===== src/rtl/rs485_frame_tx.sv =====
module rs485_frame_tx #(
  parameter int DEPTH        = 16,
  parameter int GUARD_CYCLES = 8,
  parameter int CNT_W        = 16
) (
  input  logic                       clk,
  input  logic                       rst_n,
  input  logic                       send_i,
  input  logic [$clog2(DEPTH+1)-1:0] len_i,
  input  logic                       listen_only_i,
  output logic [$clog2(DEPTH)-1:0]   buf_addr_o,
  input  logic [7:0]                 buf_data_i,
  input  logic                       uart_empty_i,
  input  logic                       uart_tx_done_i,
  output logic                       uart_wr_o,
  output logic [7:0]                 uart_data_o,
  output logic                       drv_en_o,
  output logic                       busy_o,
  output logic [CNT_W-1:0]           sent_cnt_o
);

  localparam int AW = $clog2(DEPTH);
  localparam int LW = $clog2(DEPTH+1);
  localparam int GW = $clog2(GUARD_CYCLES+1);
  localparam int HW = $clog2(GUARD_CYCLES+2);
  localparam logic [LW-1:0] MAX_LEN = LW'(DEPTH-2);
  localparam logic [GW-1:0] GUARD_LOAD = GW'(GUARD_CYCLES-1);
  localparam logic [HW-1:0] AGE_SAT = HW'(GUARD_CYCLES+1);

  typedef enum logic [1:0] {S_IDLE, S_GUARD, S_WAIT_EMPTY, S_WAIT_DONE} state_t;

  state_t          state;
  logic [LW-1:0]   idx;
  logic [LW-1:0]   len_q;
  logic [15:0]     crc;
  logic [GW-1:0]   gcnt;
  logic [LW-1:0]   nidx;
  logic            last;
  logic            accept;
  logic            load;
  logic [7:0]      byte_sel;

  function automatic logic [15:0] crc_step(input logic [15:0] c, input logic [7:0] d);
    logic [15:0] r;
    r = c ^ {8'h00, d};
    for (int b = 0; b < 8; b++)
      r = r[0] ? ((r >> 1) ^ 16'hA001) : (r >> 1);
    return r;
  endfunction

  assign nidx       = (state == S_WAIT_DONE) ? idx + LW'(1) : idx;
  assign buf_addr_o = nidx[AW-1:0];
  assign last       = (idx == len_q + LW'(1));
  assign busy_o     = (state != S_IDLE);

  assign accept = send_i && (len_i != '0) && (len_i <= MAX_LEN) &&
                  !listen_only_i && (buf_data_i != 8'h00);

  assign load = ((state == S_WAIT_EMPTY) && uart_empty_i) ||
                ((state == S_WAIT_DONE) && uart_tx_done_i && !last);

  always_comb begin
    if (nidx < len_q)       byte_sel = buf_data_i;
    else if (nidx == len_q) byte_sel = crc[7:0];
    else                    byte_sel = crc[15:8];
  end

  always_ff @(posedge clk or negedge rst_n) begin
    if (!rst_n) begin
      state       <= S_IDLE;
      idx         <= '0;
      len_q       <= '0;
      crc         <= 16'hFFFF;
      gcnt        <= '0;
      uart_wr_o   <= 1'b0;
      uart_data_o <= 8'h00;
      drv_en_o    <= 1'b0;
      sent_cnt_o  <= '0;
    end else begin
      uart_wr_o <= 1'b0;
      if (load) begin
        uart_wr_o   <= 1'b1;
        uart_data_o <= byte_sel;
        sent_cnt_o  <= sent_cnt_o + CNT_W'(1);
        idx         <= nidx;
        if (nidx < len_q) crc <= crc_step(crc, buf_data_i);
      end
      case (state)
        S_IDLE: if (accept) begin
          state    <= S_GUARD;
          len_q    <= len_i;
          crc      <= 16'hFFFF;
          gcnt     <= GUARD_LOAD;
          idx      <= '0;
          drv_en_o <= 1'b1;
        end
        S_GUARD: begin
          if (gcnt == '0) state <= S_WAIT_EMPTY;
          else            gcnt  <= gcnt - GW'(1);
        end
        S_WAIT_EMPTY: if (uart_empty_i) state <= S_WAIT_DONE;
        S_WAIT_DONE: if (uart_tx_done_i && last) begin
          state    <= S_IDLE;
          drv_en_o <= 1'b0;
          idx      <= '0;
        end
        default: state <= S_IDLE;
      endcase
    end
  end

  logic [HW-1:0] de_age;
  always_ff @(posedge clk or negedge rst_n) begin
    if (!rst_n)              de_age <= '0;
    else if (!drv_en_o)      de_age <= '0;
    else if (de_age != AGE_SAT) de_age <= de_age + HW'(1);
  end

  p_wr_needs_de_r6: assert property (@(posedge clk) disable iff (!rst_n)
    uart_wr_o |-> drv_en_o);

  p_guard_time_r6: assert property (@(posedge clk) disable iff (!rst_n)
    uart_wr_o |-> (de_age == AGE_SAT));

  p_first_after_empty_r7: assert property (@(posedge clk) disable iff (!rst_n)
    (state == S_WAIT_EMPTY && !uart_empty_i) |=> !uart_wr_o);

  p_next_after_done_r8: assert property (@(posedge clk) disable iff (!rst_n)
    (state == S_WAIT_DONE && uart_tx_done_i && !last) |=> uart_wr_o);

  p_release_r9: assert property (@(posedge clk) disable iff (!rst_n)
    (state == S_WAIT_DONE && uart_tx_done_i && last) |=> (!drv_en_o && !busy_o && !uart_wr_o));

  p_idle_done_ignored_r9: assert property (@(posedge clk) disable iff (!rst_n)
    (!busy_o && !send_i) |=> (!busy_o && !uart_wr_o));

  p_cnt_step_r10: assert property (@(posedge clk) disable iff (!rst_n)
    uart_wr_o |-> (sent_cnt_o == $past(sent_cnt_o) + CNT_W'(1)));

  p_refuse_len_r3: assert property (@(posedge clk) disable iff (!rst_n)
    (!busy_o && send_i && (len_i == '0 || len_i > MAX_LEN)) |=> !drv_en_o);

  p_refuse_listen_r4: assert property (@(posedge clk) disable iff (!rst_n)
    (!busy_o && listen_only_i) |=> !drv_en_o);

  p_busy_de_r11: assert property (@(posedge clk) disable iff (!rst_n)
    busy_o == drv_en_o);

endmodule


===== config.mk =====
export PLATFORM = sky130hd
export DESIGN_NAME = rs485_frame_tx
export DESIGN_NICKNAME = d
export VERILOG_FILES = /design/src/rtl/rs485_frame_tx.sv
export SDC_FILE = /design/constraint.sdc
export NUM_CORES = 1
export LEC_CHECK = 0
export ABC_AREA = 1
export BUFFER_PORTS_ARGS = -buffer_cell sky130_fd_sc_hd__buf_4
export CORE_MARGIN = 5
export CORE_UTILIZATION = 40
export DETAILED_ROUTE_END_ITERATION = 10
export HOLD_SLACK_MARGIN = 0.08
export PLACE_DENSITY_LB_ADDON = 0.2
export RECOVER_POWER = 50
export SLEW_MARGIN = 20
export SYNTH_ARGS = -nofsm -noshare
export SYNTH_HDL_FRONTEND = slang
export SYNTH_SLANG_ARGS = --single-unit

===== constraint.sdc =====
create_clock -name clk -period 2.86 [get_ports clk]
set_input_delay 0.429 -clock clk [delete_from_list [all_inputs] [get_ports clk]]
set_output_delay 0.429 -clock clk [all_outputs]
set_load 0.02 [all_outputs]

# Yosys cells after proc, flatten, opt, wreduce, memory -nomap -nowiden
# Cells that the tools add are included.
classes:
  add_sub_neg: 4
  n_mul: 0
  div: 0
  order_cmp: 2
  n_eq_ne: 10
  n_shift: 0
  mux: 31
  bitwise: 9
  reduce_logical: 22
op_table:
  columns: ["op", "n"]
  rows:
  - ["16-bit two-way mux", 12]
  - ["2-bit inverter with 3-bit output", 8]
  - ["5-bit two-way mux", 4]
  - ["16-bit by 1-bit adder with 16-bit output (second input constant)", 1]
  - ["8-bit two-way mux", 2]
  - ["16-bit by 8-bit bitwise XOR with 16-bit output", 1]
  - ["5-bit by 1-bit adder with 5-bit output (second input constant)", 2]
  - ["5-bit == test", 2]
  - ["5-bit one-hot mux with 2 select lines", 1]
  - ["1-bit logical AND", 8]
  - ["2-bit two-way mux", 4]
  - ["4-bit two-way mux", 2]
  - ["2-bit inequality test (second input constant)", 4]
  - ["2-bit one-hot mux with 4 select lines", 1]
  - ["4-bit one-hot mux with 2 select lines", 1]
  - ["8-bit nonzero test", 1]
  - ["3-bit AND reduction", 2]
  - ["2-bit nonzero test", 3]
  - ["5-bit by 4-bit less-or-equal comparator with 1-bit output (second input constant)", 1]
  - ["5-bit < comparator", 1]
  - ["5-bit nonzero test", 1]
  - ["2-bit == test (second input constant)", 2]
  - ["4-bit logical NOT", 1]
  - ["4-bit AND reduction", 1]
  - ["9 further kinds", 12]
word_totals:
  regBits: 58
  latch_bits: 0
  ram_bits: 0
  romBits: 0
  out_inout_bits: 31
  n_memories: 0

# Longest topological paths before layout
# Gate-level depths: netlist of the first run.
logic_depth:
  depth_word: 21
  ltp_mapped: 16
  mapped_depth_nobuf: 15

# Worst setup path after synthesis of the first run
# OpenSTA, ideal clock, no wires.
synth_timing:
  kind: "register to register"
  from: "register state[0]"
  to: "register crc[4]"
  setup_time_ps: 81
  arrival_time_ps: 2732
  path_slack_ps: 47
  stages_incl_launch_ff: 13
  synth_period_minus_slack_ps: 2813
  path_cell_list: "dfrtp_1 ha_1 clkbuf_1 o21ai_0 ha_1 a21oi_1 or2_2 nand3_2 clkinv_1 nand2_2 buf_4 nand2_1 o211ai_1"
synth_between:
  elab_chain_len: 7
synth_rtl:
  columns: ["item", "line", "text"]
  rows:
  - ["start, declared", "32", "state_t state;"]
  - ["start signal, assigned", "70", "state <= S_IDLE;"]
  - ["start signal, assigned", "90", "state <= S_GUARD;"]
  - ["start signal, assigned", "98", "if (gcnt == '0) state <= S_WAIT_EMPTY;"]
  - ["2-bit == test *", "51", "assign nidx = (state == S_WAIT_DONE) ? idx + LW'(1) : idx;"]
  - ["5-bit two-way mux *", "51", null]
  - ["via buf_addr_o[1]", "11", "output logic [$clog2(DEPTH)-1:0] buf_addr_o,"]
  - ["5-bit < comparator *", "86", "if (nidx < len_q) crc <= crc_step(crc, buf_data_i);"]
  - ["16-bit two-way mux *", "86", null]
  - ["16-bit two-way mux *", "81", "if (load) begin"]
  - ["16-bit two-way mux", "89", "S_IDLE: if (accept) begin"]
  - ["16-bit two-way mux *", "88", "case (state)"]
  - ["end signal, assigned", "86", null]
  - ["end, declared", "35", "logic [15:0] crc;"]
# The timed path passes the listed nets; every way through them passes the cells marked *.
# A chain may end at the register's enable or synchronous reset.

# Worst setup path in the final report of the first run
layout_timing:
  from: "register state[0]"
  to: "register crc[13]"
layout_between:
  elab_chain_len: 7
layout_rtl:
  columns: ["item", "line"]
  rows:
  - ["2-bit == test", "51, 60"]
  - ["5-bit two-way mux / 1-bit logical AND (equally long branches)", "51, 60"]
  - ["5-bit < comparator / 1-bit logical AND (equally long branches)", "86, 60"]
  - ["16-bit two-way mux / 1-bit logical OR (equally long branches)", "86, 59"]
  - ["16-bit two-way mux", "81"]
  - ["16-bit two-way mux", "89"]
  - ["16-bit two-way mux *", "88"]
# Every way passes the cells marked *; elsewhere a longest branch is shown, timed or not.

==> metrics.md, run 1 <==
| Metric | Value |
|---|---|
| Run status | completed |
| Crit path DAT | 2.90 ns |
| CP max FO | 13 |
| CTS tree | done |
| Worst Hold Class | in2reg |
| Period utilisation layout | 91.3% |
| TritonCTS Buffers | 9 |
| Area grow syn2layout | 17.2% |
| Worst vdd ir | 0.000312 V |
| Fillers | 918 |
| Yosys reg bits | 58 |
| Synth warnings | 0 |
| Die area | 11000 µm² |
| Die Y | 105 µm |
| Cell variety after synth | 31 |
| Slew HR | 1.28% |
| Mapped Cells | 488 |
| Setup crit start kind | register |
| DR iter-0 viols | 110 |
| # port buffers | 49 |
| Worst setup EP type | register |
| Commonest non-fill, non-tap cell in the layout | nand2_1 |
| P_leak | 2.12 nW |
| Initial antenna violation count | 0 |
| Worst Path Required | 3.14 ns |
| Crit path to | crc[13]$_DFF_PN1_ |
| Root buf cell | clkbuf_8 |
| Max Slew Vio Count | 0 |
| M1 WL | 4.00 mm |
| WL/cell | 13.0 µm |
| Worst hold path cell count | 3 |
| Clk_skew | 0.00534 ns |
| Power density cells | 1240 nW/µm² |
| Area of the mapped netlist | 3610 µm² |
| Clk Latency, worst-skew pair | 0.34 ns |
| Worst-Margin Slew | 1.48 ns |
| NumNets Final | 574 |
| Setup Buffers After CTS | 0 |
| FF-to-FF setup slack | 0.25 ns |
| Commonest non-fill, non-tap cells in the layout | nand2_1, inv_1, nor2_1 |
| DR pass1 iterations | 4 |
| Met3 WL post-DR | 429 µm |
| CTS Sinks | 58 |
| Antenna cells | 0 |
| CP Class | reg2reg |
| # setup viols final | 0 |
| DR WL met2 | 4.00 mm |
| Gr ovfl total | 0 |
| Post-DP HPWL | 6.51 mm |
| Dpl cells | 639 |
| Reg clk slew, reported paths | 0.07 ns |
| Finished Layout Cells | 655 |
| Clk buf depth | 2 |
| Vias per cell | 4.90 |
| Register area share after synthesis | 40.8% |
| Initial core utilization | 41.1% |
| Antenna viol nets, final | 0 |
| Syn avg cell area | 7.39 µm² |
| Total power | 5.23 mW |
| Reg-to-reg startpoint | state[0]$_DFFE_PN0P_ |
| Crit Reg-Reg Endpoint | crc[13]$_DFF_PN1_ |
| Vias in the first global route | 3065 |
| DRC errors left | 0 |
| Post-Syn Nets | 520 |
| Placer Congestion | 0.837 |
| Top Layer Used | met4 |
| F_max | 383 MHz |
| Pin count of the biggest net entering global routing | 59 |
| CTS HTree Levels | 3 |
| Core area | 8760 µm² |
| Final hold vios | 0 |
| Chip Width | 105 µm |
| Row count | 34 |
| Max_cap viols | 0 |
| WL final | 8.53 mm |
| IO Count | 50 |
| Total GRT Usage | 16.1% |
| DP Worst Slack | 0.190 ns |
| Global-route wire length before repair | 14.6 mm |
| Final setup margin | 0.249 ns |
| Layout cell share with drive strength beyond 1 | 14.4% |
| Setup crit start | state[0]$_DFFE_PN0P_ |
| Worst R2R Path Depth | 14 |
| Tmin final | 2.61 ns |
| Total number of vias | 3211 |
## synth_stat cells
master      n  area share, %
ha_1       13            4.5
nand3_1    32            4.4
nor3_1      7           0.97
nor2_1     43            4.5
clkbuf_1    4           0.42
o21ai_0    26            3.6
a32oi_1     1           0.24
nand2_2     2           0.35
buf_4       3           0.62
clkinv_1    1           0.10
nor2_2      1           0.17
nand2_1   153             16
nand2_4     2           0.62
and2_1      1           0.17
nand3b_1    1           0.21
nor4_1      6            1.0
nand3_2     1           0.28
o21ai_1     3           0.42
nand4_1     3           0.52
inv_1      62            6.5
dfstp_2    16             12
xnor2_1     7            1.7
o31ai_1     1           0.21
a31oi_1     9            1.6
inv_2       1           0.10
or2_2       1           0.17
o211ai_1    9            1.9
buf_6       4            1.2
dfrtp_1    42             29
a21oi_1    12            1.7
xor2_1     21            5.1
## worst max-delay path, cell delays in order (launching register included)
cell	delay, ns
dfrtp_1	0.39
ha_1	0.18
nand2_1	0.07
nor3_1	0.20
xnor2_1	0.17
inv_1	0.08
ha_1	0.27
nand2_1	0.05
or2_2	0.30
nand3_2	0.15
clkinv_1	0.15
nand2_4	0.17
buf_4	0.19
a21oi_1	0.07
nand2_1	0.10
## sequential cells by signal, summed over array words and instances (netlist names)
signal       cells
state            2
uart_wr_o        1
uart_data_o      8
sent_cnt_o      16
idx              5
len_q            5
drv_en_o         1
gcnt             4
crc             16
## kinds of logic after synthesis
logic type                 synth area share, %
AOI/OAI and AO/OA                         9.58
xor gates and xnor gates                  6.80
adders and majority gates                 4.51
DFF                                       40.8
buffers and inverters                     8.95
and+or+nand+nor                           29.4
## routing by layer
metal | GRT usage (%) | vias to the layer above
met5 | 0 | -
met4 | 6.30 | 0
met3 | 2.90 | 8
met2 | 25.9 | 68
met1 | 21.6 | 1468
li1 | - | 1667
## final cells by class
type	instances	area (µm²)	area share [%]
timing repair buffer	54	347	8.20
multi-input combinational	355	1820	43.0
sequential	58	1470	34.8
clock inverter	7	93.8	2.22
tap	108	135	3.20
clock buffer	9	124	2.93
inverter	64	240	5.68
## worst min-delay path by stage
stage / from / end / slack, ns
2_1_floorplan: rst_n / drv_en_o$_DFFE_PN0P_ / 0.13
3_3_place_gp: crc[9]$_DFF_PN1_ / crc[1]$_DFF_PN1_ / 0.48
3_5_place_dp: crc[13]$_DFF_PN1_ / crc[5]$_DFF_PN1_ / 0.49
4_1_cts: rst_n / drv_en_o$_DFFE_PN0P_ / 0.18
5_1_grt: len_i[1] / len_q[1]$_DFFE_PN0P_ / 0.33
6_report: len_i[1] / len_q[1]$_DFFE_PN0P_ / 0.33
## through the flow
step	util (%)	hold WS (ns)	area (µm²)	TNS, ns
after floorplan	-	0.133	3610	0
after global placement	46.4	0.478	4060	0
after detailed placement	46.4	0.492	4060	0
after CTS	48.9	0.178	4280	0
after global routing	48.2	0.333	4230	-0.00497
final	48.2	0.328	4230	0
## report_power, final
group          total [mW]  switching, mW  internal, mW
Clock               0.837          0.349         0.488
Combinational        2.76           1.76         0.997
Sequential           1.63          0.338          1.29
## timing repair
action                                  in CTS  in global routing
hold buffers                                 0                  0
endpoints found under the setup margin       0                  7
resized for setup                            0                  1
(Power assumes the default switching activity.)
==> run 2: changes to the inputs <==
--- a/config.mk
+++ b/config.mk
@@ -7,8 +7,9 @@
 export LEC_CHECK = 0
 export ABC_AREA = 1
 export BUFFER_PORTS_ARGS = -buffer_cell sky130_fd_sc_hd__buf_4
+export CAP_MARGIN = 20
 export CORE_MARGIN = 5
-export CORE_UTILIZATION = 40
+export CORE_UTILIZATION = 52
 export DETAILED_ROUTE_END_ITERATION = 10
 export HOLD_SLACK_MARGIN = 0.08
 export PLACE_DENSITY_LB_ADDON = 0.2
==> run 2 against run 1 <==
Compared with the run above:
- first-iteration DRC count rose by 63%
- non-clock buffer count fell by 1
- count of clock-buffer cells in the layout did not move
- final area fell by 0.59%
- wire length fell by 3.6%
- clock skew rose by 0.0074 ns
- critical path type unchanged
- largest cell class unchanged
- largest power group unchanged
- highest routed layer unchanged
==> metrics.md, run 2 (synthesis gave the netlist of run 1 again) <==
| Metric | Value |
|---|---|
| Worst R2R Path Depth | 13 (-1) |
| Final hold vios | 0 (unchanged) |
| Crit path DAT | 2.91 ns (about the same) |
| Root buf cell | clkbuf_8 |
| Vias per cell | 5.22 (+6.5%) |
| Clk_skew | 0.0128 ns (+0.00743 ns) |
| CTS HTree Levels | 3 (unchanged) |
| P_sw | 2.47 mW (+0.71%) |
| CP max FO | 12 (-1) |
| Cell area after layout | 4200 µm² (-0.59%) |
| Slew HR | 3.97% (+2.7 points) |
| Clk Latency, worst-skew pair | 0.35 ns (about the same) |
| Max stage delay on crit path | 0.40 ns (about the same) |
| Clock share of power | 15.8% (-0.2 points) |
| Antenna cells | 0 (unchanged) |
| Total number of vias | 3268 (+1.8%) |
| Reg area | 1470 µm² (unchanged) |
| Area of the multi-input gates | 1820 µm² (+0.28%) |
| CTS tree | done |
| Commonest non-fill, non-tap cells in the layout | nand2_1, inv_1, nor2_1 |
| Layout cell share with drive strength beyond 1 | 14.5% (+0.026 points) |
| DR WL met2 | 3.88 mm (-3.0%) |
| Tmin final | 2.63 ns (+0.0198 ns) |
| TNS Setup | 0 ns (unchanged) |
| Core area | 6760 µm² (-23%) |
| IO Count | 50 (unchanged) |
| Pin count of the biggest net entering global routing | 59 (unchanged) |
| NumNets Final | 573 (-0.17%) |
| Initial antenna violation count | 0 (unchanged) |
| Sequential Power Share | 31.0% (-0.2 points) |
| Worst-Margin Slew | 1.44 ns (-0.0402 ns) |
| Row count | 30 (-12%) |
| Initial core utilization | 53.4% (+12 points) |
| Slowest stage cell, crit path | dfrtp_1 |
| Run status | completed |
| Final setup margin | 0.229 ns (-0.0198 ns) |
| Reg clk slew, reported paths | 0.06 ns (about the same) |
| Pint | 2.80 mW (+0.71%) |
| Cell Area, Placed | 4030 µm² (-0.74%) |
| Commonest non-fill, non-tap cell in the layout | nand2_1 |
| Fillers | 629 (-31%) |
| Top Layer Used | met4 |
| CP Class | reg2reg |
| DP Worst Slack | 0.234 ns (+0.0443 ns) |
| # setup viols final | 0 (unchanged) |
| CTS-repair resized insts | 0 (unchanged) |
| CP cell instances | ha_1 > buf_4 > nand4_1 > xnor2_1 > ha_1 > nand2_1 > or2_2 > nand3_2 > clkinv_1 > nand2_4 > buf_12 > a21oi_1 > nand2_1 |
| DR pass1 iterations | 5 (+1) |
| Max_cap viols | 0 (unchanged) |
| Worst Hold Class | in2reg |
| Period utilisation layout | 92.0% (+0.69 points) |
| Met3 WL post-DR | 461 µm (+7.5%) |
| M1 WL | 3.78 mm (-5.4%) |
| Combinational Power Share | 53.2% (+0.4 points) |
| DR iter-0 viols | 179 (+63%) |
| Clk buf depth | 2 (unchanged) |
| RSZ-0062 raised after global routing | no |
| DRC errors left | 0 (unchanged) |
| Max Slew Vio Count | 0 (unchanged) |
| Worst setup EP type | register |
| Setup crit start kind | register |
| Placer Congestion | 0.873 (+4.2%) |
| Total GRT Usage | 20.3% (+4.1 points) |
| Chip Width | 93.3 µm (-11%) |
| Worst vdd ir | 0.000491 V (+57%) |
| Vias in the first global route | 3091 (+0.85%) |
| Regs by FF count | crc: 16 flops, sent_cnt_o: 16 flops, uart_data_o: 8 flops |
| Final core occ | 62.2% (+14 points) |
| Net Sw Frac | 46.9% (about the same) |
| Setup Buffers After CTS | 0 (unchanged) |
| Area grow syn2layout | 16.6% |
| Die Y | 93.3 µm (-11%) |
| # port buffers | 49 (unchanged) |
| WL final | 8.22 mm (-3.6%) |
| Hold buffers post-CTS | 0 (unchanged) |
| Worst hold path cell count | 3 (unchanged) |
| Die area | 8700 µm² (-21%) |
| Power density cells | 1250 nW/µm² (+1.3%) |
| TritonCTS Buffers | 9 (unchanged) |
| Global-route wire length before repair | 14.0 mm (-3.8%) |
| Antenna viol nets, final | 0 (unchanged) |
| F_max | 380 MHz (-0.75%) |
| Worst Path Required | 3.14 ns (about the same) |
| Gr ovfl total | 0 (unchanged) |
| P_leak | 2.12 nW (about the same) |
| Post-DP HPWL | 6.18 mm (-5.0%) |
| WHS | 0.320 ns (-0.00764 ns) |
| CTS Sinks | 58 (unchanged) |
| WL/cell | 13.1 µm (+0.83%) |
==> run 2: cell count changes in the layout (fill, tap and decap cells not counted) <==
cell | previous run | this run
o21ai_0 | 26 | 25
buf_4 | 38 | 36
buf_12 | 0 | 1
nand3_2 | 1 | 2
o21ai_1 | 3 | 4
nand3_1 | 32 | 31
==> run 2: per-layer routing <==
metal  vias up  GRT usage, %
met5         -             0
met1      1511          25.8
met2        73          34.1
met4         0          6.59
li1       1673             -
met3        11          4.42
==> run 2: layout make-up <==
type	count	area share, %
multi-input cells	355	43.3
flip-flops and latches	58	35.0
repair buffers	53	8.37
inverters	64	5.72
clock buffers	9	2.95
well taps	80	2.38
clock inverters	7	2.23
==> run 2: critical path, delay by kind of cell, from the launching register on <==
family                   cells  cell delay [ns]
AND/OR/NAND/NOR              6             0.93
adder cells (fa/ha/maj)      2             0.52
buffers and inverters        3             0.46
flip-flops                   1             0.40
AO/OA/AOI/OAI                1             0.07
XOR/XNOR                     1             0.19
==> run 2: metrics by stage <==
step | power (mW) | instances
floorplan | 3.66 | 488
global placement | 4.41 | 610
detailed placement | 4.48 | 610
CTS | 5.34 | 626
global route | 5.78 | 626
finish | 5.27 | 626
==> run 2: path summary, 6_finish.rpt <==
| kind | endpoint | slack (ns) | startpoint |
|---|---|---|---|
| max reg2reg | crc[0]$_DFF_PN1_ | 0.23 | state[0]$_DFFE_PN0P_ |
| min reg2reg | crc[5]$_DFF_PN1_ | 0.50 | crc[13]$_DFF_PN1_ |
| max in group asynchronous | state[0]$_DFFE_PN0P_ | 1.58 | rst_n |
| min | len_q[3]$_DFFE_PN0P_ | 0.32 | len_i[3] |
| min in group asynchronous | len_q[3]$_DFFE_PN0P_ | 0.42 | rst_n |
| max | crc[0]$_DFF_PN1_ | 0.23 | state[0]$_DFFE_PN0P_ |
==> run 2: power groups by stage <==
stage / combinational [mW] / sequential [mW] / clock, mW
CTS: 2.86 / 1.63 / 0.849
detailed placement: 2.84 / 1.64 / 0
floorplan: 1.93 / 1.73 / 0
global placement: 2.78 / 1.63 / 0
finish: 2.80 / 1.63 / 0.833
global route: 3.20 / 1.69 / 0.888
